===== config.mk =====
export PLATFORM = sky130hd
export DESIGN_NAME = mdio_master
export DESIGN_NICKNAME = d
export VERILOG_FILES = /design/src/rtl/mdio_master.sv
export SDC_FILE = /design/constraint.sdc
export NUM_CORES = 1
export LEC_CHECK = 0
export ABC_CLOCK_PERIOD_IN_PS = 3500
export BUFFER_PORTS_ARGS = -buffer_cell sky130_fd_sc_hd__buf_2
export CAP_MARGIN = 10
export CORE_MARGIN = 3
export CORE_UTILIZATION = 64
export CTS_BUF_LIST = sky130_fd_sc_hd__clkbuf_4 sky130_fd_sc_hd__clkbuf_8
export CTS_CLUSTER_DIAMETER = 50
export CTS_CLUSTER_SIZE = 24
export DETAILED_ROUTE_END_ITERATION = 6
export PLACE_DENSITY = 0.87
export SYNTH_ARGS = -nofsm -noshare
export SYNTH_HDL_FRONTEND = slang
export SYNTH_SLANG_ARGS = --single-unit

===== constraint.sdc =====
create_clock -name clk -period 3.5 [get_ports clk]
set_input_delay 0.7 -clock clk [delete_from_list [all_inputs] [get_ports clk]]
set_output_delay 0.7 -clock clk [all_outputs]
set_load 0.02 [all_outputs]

===== src/rtl/mdio_master.sv =====
module mdio_master #(
  parameter int MDC_HALF = 40,
  parameter int AW = 8
) (
  input  logic          clk,
  input  logic          rst_n,
  input  logic [AW-1:0] bus_addr,
  input  logic          bus_wen,
  input  logic [31:0]   bus_wdata,
  output logic [31:0]   bus_rdata,
  output logic          mdc,
  output logic          mdio_o,
  output logic          mdio_oe,
  input  logic          mdio_i
);

  localparam int DW = (MDC_HALF > 1) ? $clog2(MDC_HALF) : 1;
  localparam logic [AW-1:0] A_MODE = AW'('h40);
  localparam logic [AW-1:0] A_ADDR = AW'('h44);
  localparam logic [AW-1:0] A_WVAL = AW'('h48);
  localparam logic [AW-1:0] A_RVAL = AW'('h4C);
  localparam logic [AW-1:0] A_CMD  = AW'('h50);

  logic          c45;
  logic [4:0]    port_r, reg_r;
  logic [15:0]   wval, rval, cap;
  logic          busy, rd_op;
  logic [63:0]   sh;
  logic [5:0]    bitn;
  logic [DW-1:0] div;
  logic [1:0]    st, op;
  logic          unused_bits;

  assign unused_bits = ^{bus_wdata[31:16], bus_wdata[15:13], bus_wdata[7:5]};

  wire [1:0] code    = bus_wdata[1:0];
  wire       code_ok = c45 ? (code != 2'd3) : (code[1] == 1'b0);
  wire       go      = bus_wen && (bus_addr == A_CMD) && bus_wdata[8] && !busy && code_ok;
  wire       new_rd  = c45 ? (code == 2'd2) : (code == 2'd0);
  wire       tick    = (div == DW'(MDC_HALF - 1));

  always_comb begin
    if (c45) begin
      st = 2'b00;
      op = (code == 2'd0) ? 2'b00 : (code == 2'd1) ? 2'b01 : 2'b11;
    end else begin
      st = 2'b01;
      op = (code == 2'd0) ? 2'b10 : 2'b01;
    end
  end

  always_ff @(posedge clk) begin
    if (!rst_n) begin
      c45    <= 1'b0;
      port_r <= '0;
      reg_r  <= '0;
      wval   <= '0;
    end else if (bus_wen) begin
      if (bus_addr == A_MODE) c45 <= bus_wdata[8];
      if (bus_addr == A_ADDR) begin
        port_r <= bus_wdata[12:8];
        reg_r  <= bus_wdata[4:0];
      end
      if (bus_addr == A_WVAL) wval <= bus_wdata[15:0];
    end
  end

  always_ff @(posedge clk) begin
    if (!rst_n) begin
      busy    <= 1'b0;
      rd_op   <= 1'b0;
      sh      <= '0;
      bitn    <= '0;
      div     <= '0;
      mdc     <= 1'b0;
      mdio_oe <= 1'b0;
      cap     <= '0;
      rval    <= '0;
    end else if (go) begin
      busy    <= 1'b1;
      rd_op   <= new_rd;
      sh      <= {32'hFFFF_FFFF, st, op, port_r, reg_r, 2'b10, wval};
      bitn    <= '0;
      div     <= '0;
      mdc     <= 1'b0;
      mdio_oe <= 1'b1;
    end else if (busy) begin
      div <= tick ? '0 : div + 1'b1;
      if (tick) begin
        if (!mdc) begin
          mdc <= 1'b1;
          if (rd_op && bitn >= 6'd48) cap <= {cap[14:0], mdio_i};
        end else begin
          mdc <= 1'b0;
          if (bitn == 6'd63) begin
            busy    <= 1'b0;
            mdio_oe <= 1'b0;
            if (rd_op) rval <= cap;
          end else begin
            bitn    <= bitn + 1'b1;
            sh      <= {sh[62:0], 1'b1};
            mdio_oe <= !(rd_op && bitn >= 6'd45);
          end
        end
      end
    end
  end

  assign mdio_o = sh[63];

  always_comb begin
    case (bus_addr)
      A_MODE:  bus_rdata = {23'd0, c45, 8'd0};
      A_ADDR:  bus_rdata = {19'd0, port_r, 3'd0, reg_r};
      A_WVAL:  bus_rdata = {16'd0, wval};
      A_RVAL:  bus_rdata = {16'd0, rval};
      A_CMD:   bus_rdata = {15'd0, busy, 16'd0};
      default: bus_rdata = 32'd0;
    endcase
  end

endmodule


## Word level (Yosys, flattened, before mapping)

Cells that the tools add are included.

- Word-level logic and storage cells: 81
- Register bits after elaboration: 139
- Output and inout port bits: 35
- Input port bits: 44

- Bitwise logic cells: 5
- $add $sub $neg: 2
- Reductions and logical operators: 22
- Eq/ne operators: 11
- Multiplexer cells: 25
- Order comparisons: 2

Operators with widths:

| operator | number |
|---|---|
| 2-to-1 mux 64 bit | 5 |
| one-hot mux 17 bit (5 select lines) | 1 |
| == test 8 x 7 -> 1 bit, second input constant | 5 |
| 2-to-1 mux 1 bit | 14 |
| adder 6 x 1 -> 6 bit, second input constant | 2 |
| == test 6 bit, second input constant | 2 |
| >= comparator 6 bit, second input constant | 2 |
| 2-to-1 mux 2 bit | 4 |
| AND reduction 2 bit | 4 |
| AND reduction 4 bit | 2 |
| logical AND 1 bit | 6 |
| 2-to-1 mux 6 bit | 1 |
| AND reduction 6 bit | 1 |
| nonzero test 2 bit | 3 |
| inverter 1 bit | 5 |
| AND reduction 5 bit | 1 |
| inequality test 2 bit, second input constant | 2 |
| AND reduction 3 bit | 1 |
| == test 2 x 1 -> 1 bit, second input constant | 1 |
| == test 2 bit, second input constant | 1 |
| logical NOT 1 bit | 2 |
| logical NOT 2 bit | 1 |
| OR reduction 2 bit | 1 |

## Logic depth before layout (Yosys ltp)

- Word-level depth: 8
- Depth in mapped cells: 8
- Gate-level depth less buffers: 6

## Worst setup path after synthesis

Ideal clock, no wire load.

- Path type: input to output
- From: input bus_addr[5]
- To: output bus_rdata[0]
- Cell stages on the path: 6
- Path buffers: 2
- Slack: 0.841 ns
- Arrival time: 1.959 ns
- Cell sequence: nor4b_4 and4_1 clkbuf_1 buf_2 a22oi_1 nand2_1

- Word-level cells in the longest chain between the ends: 2
- Elaborated cells on any way between the ends: 6
- Classes of those cells: eq/ne (5); mux (1)

Ends and longest elaborated chain:

| what | RTL line | source |
|---|---|---|
| start: declaration | 7 | `input logic [AW-1:0] bus_addr,` |
| == test 8 x 7 -> 1 bit | 112 | `case (bus_addr)` |
| one-hot mux 17 bit (5 select lines) (*) | 112 |  |
| end: declaration | 10 | `output logic [31:0] bus_rdata,` |

Mark *: on every way between the ends. The rest lies on a longest branch, timed or not.

## Worst setup path in the final report

- From: input bus_addr[5]
- To: output bus_rdata[1]

The elaborated chain is that of the path after synthesis.

==> key figures <==
Synthesis
  • Syn. warnings: 0
  • Synthesized area per cell: approximately 9.4 sq um
  • Post-Syn Instances: ~630
  • Sequential fraction of the synthesis area: 0.4723
  • Ys flop type: dfxtp_1
  • Post-synthesis instance area: slightly below 6000 sq um
  • Post-synth EDFFs: 0
  • Yosys reg bits: between 100 and 150
  • Ys async rst share: 0
  • Synth cell types: 57

Clock tree
  • Bufs on Longest Clock Path: 2
  • H-tree Lvls: 4
  • Postcts setup bufs: 0
  • Post-CTS sizing: 0
  • Clk Latency, worst-skew pair: 0.43 ns
  • Cts hold-fix bufs: 0
  • TritonCTS clock tree: done
  • Clk slew on worst S/H paths: 0.08 ns
  • Root Driver: clkbuf_8
  • CTS buffer count: 17
  • Clk sink count: around 140

Layout
  • Multi-input combinational cell area: between 2000 and 3000 sq um
  • Most common cell after layout, fill and taps aside: dfxtp_1
  • Fin area: around 6400 sq um
  • Commonest cells after routing, fill and taps aside: dfxtp_1, nand2_1, buf_2
  • Fillers: roughly 650
  • N_diodes: 0
  • Util after Layout: 0.7227
  • Nets: between 600 and 700
  • Area grow syn2layout: 8.537%
  • Register Area: approximately 2800 sq um
  • Share of cells above drive strength 1: 0.1642
  • Post-route insts no fill: just under 800

Drt
  • Avg WL per Cell: between 15 and 20 um
  • Routed Wire Length: approximately 13000 um
  • DRC: 0
  • Vias per inst: 6.407
  • Drt first pass iters: 6
  • Antenna-violating nets left: 0
  • Via count: between 4000 and 5000
  • 1st-iter DRT viols: 473

Timing
  • Worst Tran Pin Value: roughly 0.90 ns
  • Max-slew violations: 0
  • Minimum clock period: roughly 3.1 ns
  • RSZ-0062 raised after global routing: no
  • Rel. slew slack: 0.4013
  • Worst Clk Skew: about 0.015 ns
  • Setup slack after layout: 0.4295 ns
  • Post-Route Setup TNS: 0 ns
  • Hold slack: just under 0.5 ns
  • Setup violators final: 0
  • Fin crit share: 0.8773
  • Fmax: 325.7 MHz
  • Final Hold Viols: 0

Place
  • DP HPWL: between 8000 and 9000 um
  • Placed Cells: 740
  • Gp weighted congestion: between 0.8 and 0.9
  • Port Buffers: 47
  • Post-Place Setup Slack: between 0.4 and 0.5 ns
  • Placed Area: just over 6000 sq um

Setup path
  • CP startpoint: bus_addr[5]
  • Cells on worst reg2reg path: 6
  • CP Capture Type: output port
  • Req. time, crit path: 2.80 ns
  • CP peak stage delay: around 0.65 ns
  • Crit Path Max Fanout: 16
  • Worst path arrival time: 2.37 ns
  • CP Launch Type: primary input
  • Critical Path Most Common Cell: buf_2
  • Crit-path cells: buf_2, nor4b_4, and4_1, a22oi_1, nand2_1, buf_2
  • Crit path max-delay cell type: and4_1
  • Worst R2R Start: bitn[0]$_SDFFE_PP0P_
  • Crit Path Class: primary input to output port

Hold path
  • HP Start: sh[15]$_SDFFE_PN0P_
  • Hold WC Path Type: flop to flop
  • Hold depth: 2

Floorplan
  • Std-Cell Rows: 34
  • Core area: between 8000 and 9000 sq um
  • Initial Util: 0.6659
  • Chip Width: 102.0 um
  • Num ports: slightly below 80
  • Chip Height: around 100 um
  • Full die area: between 10000 and 15000 sq um

Global routing
  • Vias in the first global route: about 4500
  • GRT Util Overall: 0.2620
  • First-pass GRT wire length: 21620 um
  • Gr ovfl total: 0
  • Largest net degree at the start of global routing: between 60 and 70
  • Initial antenna violation count: 0

Outcome
  • Status: finished clean

Pwr
  • Total power draw: 2.852 mW
  • Peak supply drop: ~0.32 mV
  • LEAKAGE: between 2 and 2.5 nW
  • PD cells: 446.0 nW/um^2

Flow run
  • Max_cap viols: 0
## synth_stat cells, types with 3 or more instances
cell type,count,area share
a21oi_1,40,0.034
a222oi_1,4,0.0068
a22o_1,6,0.0089
a22oi_1,6,0.0076
and2_1,3,0.0032
and4_1,3,0.0045
and4b_1,3,0.0051
buf_2,17,0.014
buf_4,21,0.027
buf_6,4,0.0076
clkbuf_1,29,0.018
dfxtp_1,139,0.47
ha_1,4,0.0085
inv_1,8,0.0051
mux2i_1,30,0.051
nand2_1,74,0.047
nand3_1,40,0.034
nand4_1,21,0.022
nor2_1,35,0.022
nor3_1,7,0.0059
o21ai_0,22,0.019
o221a_1,28,0.054
o221a_2,6,0.011
o221ai_1,26,0.039
or3_1,13,0.014
xor2_1,3,0.0045
## per-layer routing
layer | vias to the layer above | GRT usage | wire [um]
met2 | 233 | 0.4105 | 6432
li1 | 2340 | - | -
met1 | 2340 | 0.3568 | 5412
met3 | 33 | 0.05666 | 1082
met4 | 0 | 0.09990 | 363
met5 | - | 0 | 0
## worst paths after layout
kind                            slack (ns)                   to
worst max-delay path                  0.43         bus_rdata[1]
worst min register to register        0.48  sh[16]$_SDFFE_PP0P_
worst max register to register        1.23  sh[37]$_SDFFE_PN0P_
worst min-delay path                  0.48  sh[16]$_SDFFE_PP0P_
## cells by family (layout without fill, tap and decap cells)
kind of cell	Yosys count	in the layout	share of synthesized area
other	1	15	0.0006365
buffers and inverters	81	102	0.07369
AOI/OAI and AO/OA	153	153	0.2020
xor gates and xnor gates	5	5	0.007434
muxes	30	30	0.05097
adders and majority gates	4	4	0.008495
DFF	139	139	0.4723
and+or+nand+nor	216	216	0.1845
## state kept, by name, summed over array words and instances, names as in the netlist
register  cells
bitn          6
busy          1
c45           1
cap          16
div           6
mdc           1
mdio_oe       1
port_r        5
rd_op         1
reg_r         5
rval         16
sh           64
wval         16
## cell type report
class                      count  area share
sequential                   139      0.4351
inverter                       9    0.005283
multi-input combinational    423      0.4265
timing repair buffer          61     0.05518
clock buffer                  19     0.03991
clock inverter                13     0.01683
tap                          108     0.02113
## where the power goes
part           leakage [nW]  switching (mW)  internal, mW  total [mW]
Sequential             1.12        0.000639          1.58        1.58
Combinational          1.08          0.0684        0.0224      0.0909
Clock                 0.175           0.649         0.531        1.18
## critical path: cells and delay by family
family	cells	cell delay, ns
and+or+nand+nor	3	1.19
AOI/OAI and AO/OA	1	0.18
buffers and inverters	2	0.30
Power figures use the tool's default switching activity.
